**src/rtl/frac_ce_pkg.sv**
```systemverilog
package frac_ce_pkg;

    // Kick handshake states
    typedef enum logic [1:0] {
        KS_IDLE   = 2'd0,
        KS_ARMED  = 2'd1,
        KS_SWITCH = 2'd2
    } kick_state_e;

endpackage

```
**src/rtl/frac_ce_accum.sv**
```systemverilog
module frac_ce_accum #(
    parameter int CODE_W = 5
) (
    input  logic              clk,
    input  logic              rst_n,
    input  logic [CODE_W-1:0] active_n,
    output logic              ce,
    output logic              frame_pre
);
    localparam int FRAME = 1 << CODE_W;
    localparam logic [CODE_W-1:0] LAST_IDX = CODE_W'(FRAME - 1);
    localparam logic [CODE_W-1:0] PRE_IDX  = CODE_W'(FRAME - 2);

    logic [CODE_W-1:0] acc_q;
    logic [CODE_W-1:0] cnt_q;
    logic [CODE_W:0]   step;
    logic [CODE_W:0]   sum;
    logic              carry;
    logic              ce_q;

    always_comb begin
        step  = (CODE_W+1)'(FRAME) - {1'b0, active_n};
        sum   = {1'b0, acc_q} + step;
        carry = sum[CODE_W];
    end

    always_ff @(posedge clk) begin
        if (!rst_n) begin
            acc_q <= '0;
            cnt_q <= '0;
            ce_q  <= 1'b0;
        end else begin
            acc_q <= sum[CODE_W-1:0];
            cnt_q <= cnt_q + 1'b1;
            ce_q  <= carry;
        end
    end

    assign ce        = ce_q;
    assign frame_pre = (cnt_q == PRE_IDX);

    // Carries seen so far in the current frame
    logic [CODE_W:0] frame_pulses;
    always_ff @(posedge clk) begin
        if (!rst_n || cnt_q == LAST_IDX) frame_pulses <= '0;
        else                             frame_pulses <= frame_pulses + (CODE_W+1)'(carry);
    end

    // one frame holds exactly (32 - N) carries
    a_r2_frame_count: assert property (@(posedge clk) disable iff (!rst_n)
        (cnt_q == LAST_IDX) |-> ((frame_pulses + (CODE_W+1)'(carry)) == step));

    // a zero code yields an enable on every cycle
    a_r1_full_rate: assert property (@(posedge clk) disable iff (!rst_n)
        (active_n == '0) |=> ce);

endmodule

```
**src/rtl/frac_ce_kick_fsm.sv**
```systemverilog
module frac_ce_kick_fsm
    import frac_ce_pkg::*;
#(
    parameter int CODE_W = 5
) (
    input  logic              clk,
    input  logic              rst_n,
    input  logic              kick_req,
    input  logic [CODE_W-1:0] staged_n,
    input  logic              frame_pre,
    output logic [CODE_W-1:0] active_n,
    output logic              kick_busy
);
    localparam int FRAME = 1 << CODE_W;
    localparam int BUSY_MAX = FRAME + 1;

    kick_state_e       state_q, state_d;
    logic [CODE_W-1:0] pend_n;
    logic [CODE_W-1:0] active_q;

    // Next-state logic
    always_comb begin
        state_d = state_q;
        unique case (state_q)
            KS_IDLE:   if (kick_req)  state_d = KS_ARMED;
            KS_ARMED:  if (frame_pre) state_d = KS_SWITCH;
            KS_SWITCH:                state_d = KS_IDLE;
            default:                  state_d = KS_IDLE;
        endcase
    end

    // State register
    always_ff @(posedge clk) begin
        if (!rst_n) state_q <= KS_IDLE;
        else        state_q <= state_d;
    end

    // Snapshot at kick, commit at frame edge
    always_ff @(posedge clk) begin
        if (!rst_n) begin
            pend_n   <= '0;
            active_q <= '0;
        end else begin
            if (state_q == KS_IDLE && kick_req) pend_n   <= staged_n;
            if (state_q == KS_SWITCH)           active_q <= pend_n;
        end
    end

    // Outputs
    always_comb begin
        kick_busy = (state_q != KS_IDLE);
        active_n  = active_q;
    end

    // Bound checker for the busy window
    logic [CODE_W+1:0] busy_cycles;
    always_ff @(posedge clk) begin
        if (!rst_n || !kick_busy) busy_cycles <= '0;
        else                      busy_cycles <= busy_cycles + 1'b1;
    end

    // kick clears within the frame bound
    a_r6_kick_bound: assert property (@(posedge clk) disable iff (!rst_n)
        kick_busy |-> (busy_cycles < (CODE_W+2)'(BUSY_MAX)));

    // active code only moves at the frame edge
    a_r7_active_stable: assert property (@(posedge clk) disable iff (!rst_n)
        (state_q != KS_SWITCH) |=> $stable(active_n));

    // snapshot untouched while a change is in flight
    a_r8_pend_hold: assert property (@(posedge clk) disable iff (!rst_n)
        (state_q != KS_IDLE) |=> $stable(pend_n));

    // a pending kick is not dropped or restarted
    a_r9_armed_holds: assert property (@(posedge clk) disable iff (!rst_n)
        (state_q == KS_ARMED) |=> kick_busy);

endmodule

```
**src/rtl/frac_ce_regs.sv**
```systemverilog
module frac_ce_regs #(
    parameter int CODE_W    = 5,
    parameter int ADDR_W    = 4,
    parameter int DATA_W    = 32,
    parameter int FIELD_LSB = 8,
    parameter int KICK_BIT  = 31,
    parameter int RATE_ADDR = 2,
    parameter int KICK_ADDR = 1
) (
    input  logic              clk,
    input  logic              rst_n,
    input  logic [ADDR_W-1:0] addr,
    input  logic [DATA_W-1:0] wdata,
    input  logic              we,
    input  logic [CODE_W-1:0] active_n,
    input  logic              kick_busy,
    output logic [CODE_W-1:0] staged_n,
    output logic              kick_req,
    output logic [DATA_W-1:0] rdata
);
    localparam logic [DATA_W-1:0] FIELD_MASK =
        ((DATA_W'(1) << CODE_W) - DATA_W'(1)) << FIELD_LSB;
    localparam logic [ADDR_W-1:0] RATE_A = ADDR_W'(RATE_ADDR);
    localparam logic [ADDR_W-1:0] KICK_A = ADDR_W'(KICK_ADDR);

    logic [DATA_W-1:0] rate_word;
    logic              rate_wr;

    assign rate_wr  = we && (addr == RATE_A);
    assign kick_req = we && (addr == KICK_A) && wdata[KICK_BIT];
    assign staged_n = rate_word[FIELD_LSB +: CODE_W];

    always_ff @(posedge clk) begin
        if (!rst_n)       rate_word <= '0;
        else if (rate_wr) rate_word <= wdata;
    end

    always_comb begin
        rdata = '0;
        if (addr == RATE_A)
            rdata = (rate_word & ~FIELD_MASK) | (DATA_W'(active_n) << FIELD_LSB);
        else if (addr == KICK_A)
            rdata[KICK_BIT] = kick_busy;
    end

    // the staging word only moves on its own write
    a_r4_stage_on_write: assert property (@(posedge clk) disable iff (!rst_n)
        !rate_wr |=> $stable(rate_word));

endmodule

```
**src/rtl/frac_ce_gen.sv**
```systemverilog
module frac_ce_gen #(
    parameter int CODE_W    = 5,
    parameter int ADDR_W    = 4,
    parameter int DATA_W    = 32,
    parameter int FIELD_LSB = 8,
    parameter int KICK_BIT  = 31,
    parameter int RATE_ADDR = 2,
    parameter int KICK_ADDR = 1
) (
    input  logic              clk,
    input  logic              rst_n,
    input  logic [ADDR_W-1:0] reg_addr,
    input  logic [DATA_W-1:0] reg_wdata,
    input  logic              reg_we,
    output logic [DATA_W-1:0] reg_rdata,
    output logic              ce
);
    logic [CODE_W-1:0] staged_n;
    logic [CODE_W-1:0] active_n;
    logic              kick_req;
    logic              kick_busy;
    logic              frame_pre;

    frac_ce_regs #(
        .CODE_W(CODE_W), .ADDR_W(ADDR_W), .DATA_W(DATA_W),
        .FIELD_LSB(FIELD_LSB), .KICK_BIT(KICK_BIT),
        .RATE_ADDR(RATE_ADDR), .KICK_ADDR(KICK_ADDR)
    ) i_regs (
        .clk(clk), .rst_n(rst_n),
        .addr(reg_addr), .wdata(reg_wdata), .we(reg_we),
        .active_n(active_n), .kick_busy(kick_busy),
        .staged_n(staged_n), .kick_req(kick_req), .rdata(reg_rdata)
    );

    frac_ce_kick_fsm #(.CODE_W(CODE_W)) i_fsm (
        .clk(clk), .rst_n(rst_n),
        .kick_req(kick_req), .staged_n(staged_n), .frame_pre(frame_pre),
        .active_n(active_n), .kick_busy(kick_busy)
    );

    frac_ce_accum #(.CODE_W(CODE_W)) i_accum (
        .clk(clk), .rst_n(rst_n),
        .active_n(active_n), .ce(ce), .frame_pre(frame_pre)
    );

    // an idle kick request is visible on the next cycle
    a_r5_kick_visible: assert property (@(posedge clk) disable iff (!rst_n)
        (kick_req && !kick_busy) |=> kick_busy);

endmodule

```
**config.mk**
```make
export PLATFORM = sky130hd
export DESIGN_NAME = frac_ce_gen
export DESIGN_NICKNAME = d
export VERILOG_FILES = /design/src/rtl/frac_ce_pkg.sv /design/src/rtl/frac_ce_accum.sv /design/src/rtl/frac_ce_kick_fsm.sv /design/src/rtl/frac_ce_regs.sv /design/src/rtl/frac_ce_gen.sv
export SDC_FILE = /design/constraint.sdc
export NUM_CORES = 1
export LEC_CHECK = 0
export CAP_MARGIN = 20
export CORE_MARGIN = 1
export CORE_UTILIZATION = 48
export CTS_BUF_LIST = sky130_fd_sc_hd__clkbuf_2
export DETAILED_ROUTE_END_ITERATION = 10
export GPL_TIMING_DRIVEN = 0
export PLACE_DENSITY = 0.86
export SLEW_MARGIN = 20
export SYNTH_ARGS = -nofsm -noshare
export SYNTH_HDL_FRONTEND = slang
export SYNTH_SLANG_ARGS = --single-unit
export TNS_END_PERCENT = 5
```
**constraint.sdc**
```tcl
create_clock -name clk -period 2.1 [get_ports clk]
set_input_delay 0.21 -clock clk [delete_from_list [all_inputs] [get_ports clk]]
set_output_delay 0.21 -clock clk [all_outputs]
set_load 0.03 [all_outputs]
```
==> Yosys cells after proc, flatten, opt, wreduce, memory -nomap -nowiden <==
Cells that the tools add are included.
{ "word_totals": {"register_bits": 55, "in_bits": 39, "wordCells": 31} }
{ "op_classes": {"add_sub_neg": 3, "eq_ne": 7, "n_mux": 6, "bitwise": 1, "reduce_logical": 7} }
{ "ops": {"columns": ["cell", "count"], "rows": [
  ["$or A32 B13 Y32", 1],
  ["$mux W31", 1],
  ["$add A5 B6 Y6", 1],
  ["$sub A6 B5 Y6 const A", 1],
  ["$add A5 B1 Y5 const B", 1],
  ["$eq A5 B5 Y1 const B", 1],
  ["$eq A4 B1 Y1 const B", 1],
  ["$eq A4 B2 Y1 const B", 1],
  ["$logic_and A1 B1 Y1", 4],
  ["$mux W2", 2],
  ["$pmux W2 S2", 1],
  ["$eq A2 B1 Y1 const B", 1],
  ["$eq A2 B2 Y1 const B", 1],
  ["$logic_not A2 Y1", 1],
  ["$mux W1", 2],
  ["$ne A2 B1 Y1 const B", 1],
  ["$ne A2 B2 Y1 const B", 1],
  ["$reduce_and A2 Y1", 1],
  ["$reduce_bool A2 Y1", 1]
]} }

==> Logic depth before layout (Yosys ltp) <==
Gate-level depths: netlist (run 1).
{ "depth": {"depth_word": 5, "ltp_mapped": 7, "ltp_nobuf": 7} }

==> Modules after synthesis <==
Synthesis (run 1) repeated with hierarchy kept, for this count alone.
{ "hier_totals": {"cells_unflattened": 289, "area_unflattened_um2": 2583.7} }
{ "modules_own_cells": {"columns": ["mod", "n_inst", "cells_each", "area_per_inst_um2"], "rows": [
  ["frac_ce_regs", 1, 184, 1575.3],
  ["frac_ce_accum", 1, 58, 544.3],
  ["frac_ce_kick_fsm", 1, 47, 464.2]
]} }

==> Worst setup path after synthesis (run 1) <==
Ideal clock, no wire load.
{ "synth_path": {"path_kind": "input port to flip-flop", "start": "in reg_addr[1]", "end": "reg i_fsm.pend_n[0]", "t_arrival_ps": 1500, "required_time_ps": 1983, "setup_slack_ps": 483, "stages": 5, "n_path_buf": 1, "path_cell_list": "or4b_1 or4_4 buf_6 nand3_1 o21ai_1"} }
{ "synth_between": {"elab_chain_cells": 4} }
{ "synth_rtl": {"columns": ["element", "line_no", "rtl"], "rows": [
  ["start: declaration", "frac_ce_gen.sv:12", "input logic [ADDR_W-1:0] reg_addr,"],
  ["$eq A4 B1 Y1", "frac_ce_regs.sv:30", "assign kick_req = we && (addr == KICK_A) && wdata[KICK_BIT];"],
  ["$logic_and A1 B1 Y1 (2 in a row)", "frac_ce_regs.sv:30", null],
  ["$logic_and A1 B1 Y1", "frac_ce_kick_fsm.sv:44", "if (state_q == KS_IDLE && kick_req) pend_n <= staged_n;"],
  ["end signal: assignment", "frac_ce_kick_fsm.sv:44", null],
  ["end: declaration", "frac_ce_kick_fsm.sv:18", "logic [CODE_W-1:0] pend_n;"]
]} }
No other way between the ends.
A chain may end at the register's enable or synchronous reset.

==> Worst setup path in the final report (run 1) <==
{ "layout_path": {"start": "in reg_addr[2]", "end": "out reg_rdata[3]"} }
{ "layout_between": {"elab_chain_cells": 2} }
{ "layout_rtl": {"columns": ["element", "line_no", "rtl"], "rows": [
  ["$eq A4 B2 Y1", "frac_ce_regs.sv:40", "if (addr == RATE_A)"],
  ["$mux W31", "frac_ce_regs.sv:40", null],
  ["end: declaration", "frac_ce_gen.sv:15", "output logic [DATA_W-1:0] reg_rdata,"]
]} }
No other way between the ends.

==> results.ini, run 1 <==
[global_routing]
gr-total-overflow = 0
use_met1 = 0.283
grtUsageMet2 = 0.379
antenna_found_initial = 0
grt_pass1_vias = 2085
grt_pass1_wl_um = 9260
gr-usage-all-layers = 0.228
grt_max_degree = 16
grt_busiest_layer = met2
grt_util_met3 = 0.0681

[route]
first_iter_violations = 113
drt-pass1-iter-count = 4
viasPerCell = 4.97
routedWlPerCell_um = 12.3
ant_nets = 0
drc = 0
vias = 2135
totalWireLength_um = 5280

[clock_network]
clock_latency_ns = 0.43
clk_pin_slew_worst_paths_ns = 0.25
h-tree-depth = 2
clock-sinks = 55
root_buffer = clkbuf_2
cts_tree = done
cts-buffers-inserted = 5
cts.path.max_buffers = 2

[power_and_ir_drop]
p_per_area_nw_per_um2 = 516
leakage_nw = 1.40
vdd_drop_max_v = 0.000347
fin_total_pwr_w = 0.00160

[die]
die_h_um = 72.2
rows = 25
die_x_um = 72.2
io_pins = 72
start_util = 0.501
dieArea_um2 = 5220
coreArea_um2 = 4720

[logic_synthesis]
synth.avg_cell_area_um2 = 8.34
synth_cell_types = 26
syn_nets = 331
syn_area_um2 = 2370
synthCells = 284
synth_top_area_frac = 0.465
yosysSeqAreaShare = 0.465
synth-seq-cells = 55
ys_warn_count = 0
synth_top_cell_by_area = dfxtp_1
netlist_top_cells_area = dfxtp_1, nand3_1, and2_1, nand2_1, ha_1

[final_layout]
syn_to_final_growth_pct = 30.8
n_antenna_cell = 0
design_area_um2 = 3100
fill_cells = 416
drive_above_1_share = 0.118
final_nets = 410

[sta]
fin_crit_sh = 0.968
setup_viol = 0
fmax_mhz = 492
grt_setup_unrepaired = yes
fin_skew_ns = 0.0201
hold_viol = 0
finalCriticalPeriod_ns = 2.03
tightest_slew_ns = 0.527
slew_headroom = 0.649
drv_slew = 0

[setup_path]
cp_max_fo = 10
cp-start-kind = input port
worstPathRequired_ns = 1.89
cp-end-kind = output pin
arrival_ns = 1.82
worst-setup-path-type = input port to output pin

[place]
portBuffers = 70
place.gp.congestion = 0.758
dpl_cell_area_um2 = 3150
dp_hpwl_um = 3950

[outcome]
status = finished, final reports clean

[worst_hold_path]
hold_class = input port to register

[job]
maxCapViolCount = 0

[cells by family after synthesis]
| logic type | synth area share |
|---|---|
| AO/OA/AOI/OAI | 0.0349 |
| XOR/XNOR | 0.0148 |
| adder cells (fa/ha/maj) | 0.0455 |
| buffers and inverters | 0.0497 |
| flip-flops | 0.465 |
| multiplexers | 0.0211 |
| AND/OR/NAND/NOR | 0.369 |
[what timing repair did]
action / in CTS / in global routing
pin swaps: 1 / 0
hold buffers: 0 / 0
endpoints found under the setup margin: 32 / 30
buffers inserted: 2 / 0
gates resized for setup: 59 / 38
[cell usage after synthesis]
| library cell | n |
|---|---|
| a21boi_1 | 1 |
| a21oi_1 | 3 |
| and2_1 | 36 |
| and3_1 | 1 |
| and3b_1 | 1 |
| buf_1 | 2 |
| buf_2 | 4 |
| buf_6 | 1 |
| clkbuf_1 | 14 |
| dfxtp_1 | 55 |
| fa_1 | 1 |
| ha_1 | 7 |
| inv_1 | 7 |
| mux2i_1 | 5 |
| nand2_1 | 38 |
| nand2b_1 | 4 |
| nand3_1 | 66 |
| nand4_1 | 1 |
| nor2_1 | 8 |
| nor2b_1 | 10 |
| nor4b_2 | 1 |
| o21ai_1 | 12 |
| or4_4 | 1 |
| or4b_1 | 1 |
| xnor2_1 | 2 |
| xor2_1 | 2 |
[power breakdown]
group / internal [W] / switching [W] / total (W)
Sequential: 0.00106 / 0.00000822 / 0.00107
Clock: 0.0000705 / 0.000308 / 0.000379
Combinational: 0.0000854 / 0.0000650 / 0.000150
[stage by stage]
step                setup TNS [ns]  cells  hold slack (ns)  utilization  setup WS (ns)
global placement            -23.71    421            0.432        0.667         -0.686
global route                -0.354    430            0.242        0.656        -0.0984
finish                           0    430            0.286        0.656         0.0671
detailed placement          -23.59    421            0.437        0.667         -0.681
CTS                              0    430            0.266        0.678       0.000995
floorplan                        0    284            0.340            -          0.483
[worst max-delay path: stages]
cell and delay, ns:
clkdlybuf4s50_1 0.45, nor4b_4 0.41, buf_4 0.24, and2_1 0.15
clkdlybuf4s15_1 0.36
[cells in the final DEF, fill, tap and decap left out, types with 3 or more instances in the layout]
cell,count
nand2b_1,4
dfxtp_1,55
mux2i_1,5
clkdlybuf4s15_1,5
nand2_1,38
and2_1,36
clkdlybuf4s50_1,38
o21ai_1,12
nor2b_1,10
nor2_1,8
buf_4,4
a21oi_1,3
buf_2,5
nand3_1,66
clkbuf_1,11
clkbuf_2,29
inv_1,7
ha_1,7
[final timing paths]
path	from	cells after the start	to	slack (ns)
worst max-delay path	reg_addr[2]	5	reg_rdata[3]	0.07
worst min-delay path	reg_wdata[2]	3	i_regs.rate_word[2]$_SDFFE_PN0P_	0.29
worst max register to register	i_fsm.active_n[0]$_SDFFE_PN0N_	6	i_accum.acc_q[4]$_SDFF_PN0_	0.46
worst min register to register	i_regs.rate_word[17]$_SDFFE_PN0P_	2	i_regs.rate_word[17]$_SDFFE_PN0P_	0.46
[per-layer routing]
metal / part of all wire / up-vias
li1: - / 1093
met4: 0.0091 / 0
met2: 0.49 / 58
met5: 0 / -
met1: 0.43 / 979
met3: 0.069 / 5
[state kept, by name, summed over array words and instances (netlist names)]
register	count
i_fsm.pend_n	5
i_fsm.active_n	5
i_accum.ce	1
i_regs.rate_word	32
i_accum.acc_q	5
i_accum.cnt_q	5
i_fsm.state_q	2
[layout make-up]
type | instances | area [um^2] | area share
clock inverters | 2 | 8.76 | 0.00283
repair buffers | 72 | 594 | 0.192
well taps | 67 | 83.8 | 0.0271
flip-flops and latches | 55 | 1100 | 0.356
multi-input cells | 201 | 1160 | 0.374
clock buffers | 5 | 25.0 | 0.00808
plain buffers | 21 | 100 | 0.0323
inverters | 7 | 26.3 | 0.00848
Power figures use the tool's default switching activity.
==> inputs of run 2 (changes only) <==
Settings changed: CORE_UTILIZATION 48 to 52, PLACE_DENSITY 0.86 to 0.91.
Clock period 2.1 ns to 2.4 ns, I/O delays scaled along.
==> results.ini, run 2 (synthesized netlist as in run 1, its figures left out) <==
[outcome]
status = finished, final reports clean

[power_and_ir_drop]
vdd_drop_max_v = 0.000322
fin_total_pwr_w = 0.00153
leakage_nw = 1.50
p_per_area_nw_per_um2 = 484

[final_layout]
layout_commonest_cell = nand3_1
syn_to_final_growth_pct = 34.0
largest_reg_flops = 32
largest_register = i_regs.rate_word
final_util = 0.729
drive_above_1_share = 0.0471
final_cell_mix = nand3_1, dfxtp_1, clkdlybuf4s50_1
final_nets = 408
n_antenna_cell = 0

[setup_path]
cp-start-kind = input port
r2r-start = i_accum.acc_q[0]$_SDFF_PN0_
r2r_slack_ns = 0.78
cp_max_fo = 7
worst-setup-path-type = input port to output pin
timing.critical_path.from = reg_addr[2]
r2r.worst_path.cells = 7
cp-end-kind = output pin
arrival_ns = 2.01
rr_endpoint = i_accum.acc_q[4]$_SDFF_PN0_
worstPathRequired_ns = 2.16

[clock_network]
cts_tree = done
postCtsHoldBufs = 0
clock-sinks = 55
root_buffer = clkbuf_2
h-tree-depth = 2
clk_pin_slew_worst_paths_ns = 0.27
cts_resized = 35
cts.path.max_buffers = 2
clock_latency_ns = 0.48
post-cts-setup-buffers = 0
cts-buffers-inserted = 5

[sta]
setup_viol = 0
fin_crit_sh = 0.940
slew_headroom = 0.672
finalCriticalPeriod_ns = 2.25
fmax_mhz = 443
drv_slew = 0
grt_setup_unrepaired = no
tightest_slew_ns = 0.492
fin_skew_ns = 0.0225
hold_ws_ns = 0.270
hold_viol = 0

[global_routing]
grt_pass1_wl_um = 9330
grt_max_degree = 17
grt_pass1_vias = 2143
gr-usage-all-layers = 0.244
gr-total-overflow = 0
antenna_found_initial = 0

[die]
rows = 24
dieArea_um2 = 4830
die_h_um = 69.5
io_pins = 72
coreArea_um2 = 4350
die_x_um = 69.5
start_util = 0.544

[worst_hold_path]
min_path_cells = 3
min-delay-start = reg_wdata[30]
hold_class = input port to register
hold_end = i_regs.rate_word[30]$_SDFFE_PN0P_

[place]
portBuffers = 70
place.gp.congestion = 0.775
dp_hpwl_um = 3990

[route]
first_iter_violations = 104
totalWireLength_um = 5510
viasPerCell = 5.26
drc = 0
routedWlPerCell_um = 13.3
ant_nets = 0
drt-pass1-iter-count = 5
vias = 2171

[job]
maxCapViolCount = 0

-- run 2: cell count changes in the layout (fill, tap and decap cells not counted) --
cell	previous run	this run
buf_2	5	4
buf_4	4	0
bufinv_16	0	1
clkbuf_2	29	7
clkbuf_4	0	1
clkdlybuf4s15_1	5	0
clkdlybuf4s15_2	1	0
clkdlybuf4s50_1	38	40
clkinv_1	1	0
clkinv_2	1	0
clkinvlp_4	0	1
dlygate4sd2_1	2	30
-- run 2: worst max-delay path: stages --
cell and delay (ns):
clkdlybuf4s50_1 0.45, nor4b_4 0.46, and2_1 0.19, clkdlybuf4s50_1 0.67
-- run 2: through the flow --
| stage | std cells | TNS (ns) | area [um^2] | setup WS (ns) |
|---|---|---|---|---|
| 2_1_floorplan | 284 | 0 | 2370 | 0.753 |
| 5_1_grt | 413 | 0 | 3170 | 0.0421 |
| 4_1_cts | 413 | 0 | 3170 | 0.158 |
| 3_5_place_dp | 406 | -9.18 | 3130 | -0.348 |
| 6_report | 413 | 0 | 3170 | 0.145 |
| 3_3_place_gp | 406 | -9.08 | 3130 | -0.338 |
-- run 2: worst max-delay path by stage --
stage                                         endpoint
after floorplan           i_fsm.pend_n[0]$_SDFFE_PN0P_
after global placement                    reg_rdata[1]
after detailed placement                  reg_rdata[1]
after CTS                                 reg_rdata[0]
after global routing                     reg_rdata[31]
final                                     reg_rdata[0]
-- run 2: final cells by class --
cell class                 count  area [um^2]
inverter                       7         26.3
tap                           52         65.1
sequential                    55         1100
fill                         338         1180
clock buffer                   5         25.0
buffer                        21         97.6
timing repair buffer          70          663
multi-input combinational    201         1160
clock inverter                 2         37.5
-- run 2: power breakdown --
group | leakage, nW | switching (W) | internal (W)
Clock | 0.0350 | 0.000297 | 0.000169
Combinational | 1.02 | 0.0000575 | 0.0000738
Sequential | 0.445 | 0.00000728 | 0.000929
Total | 1.50 | 0.000362 | 0.00117
-- run 2: routing by layer --
layer	global-route usage	part of all wire
met1	0.297	0.44
met2	0.402	0.47
met5	0	0
met3	0.0610	0.053
met4	0.118	0.028
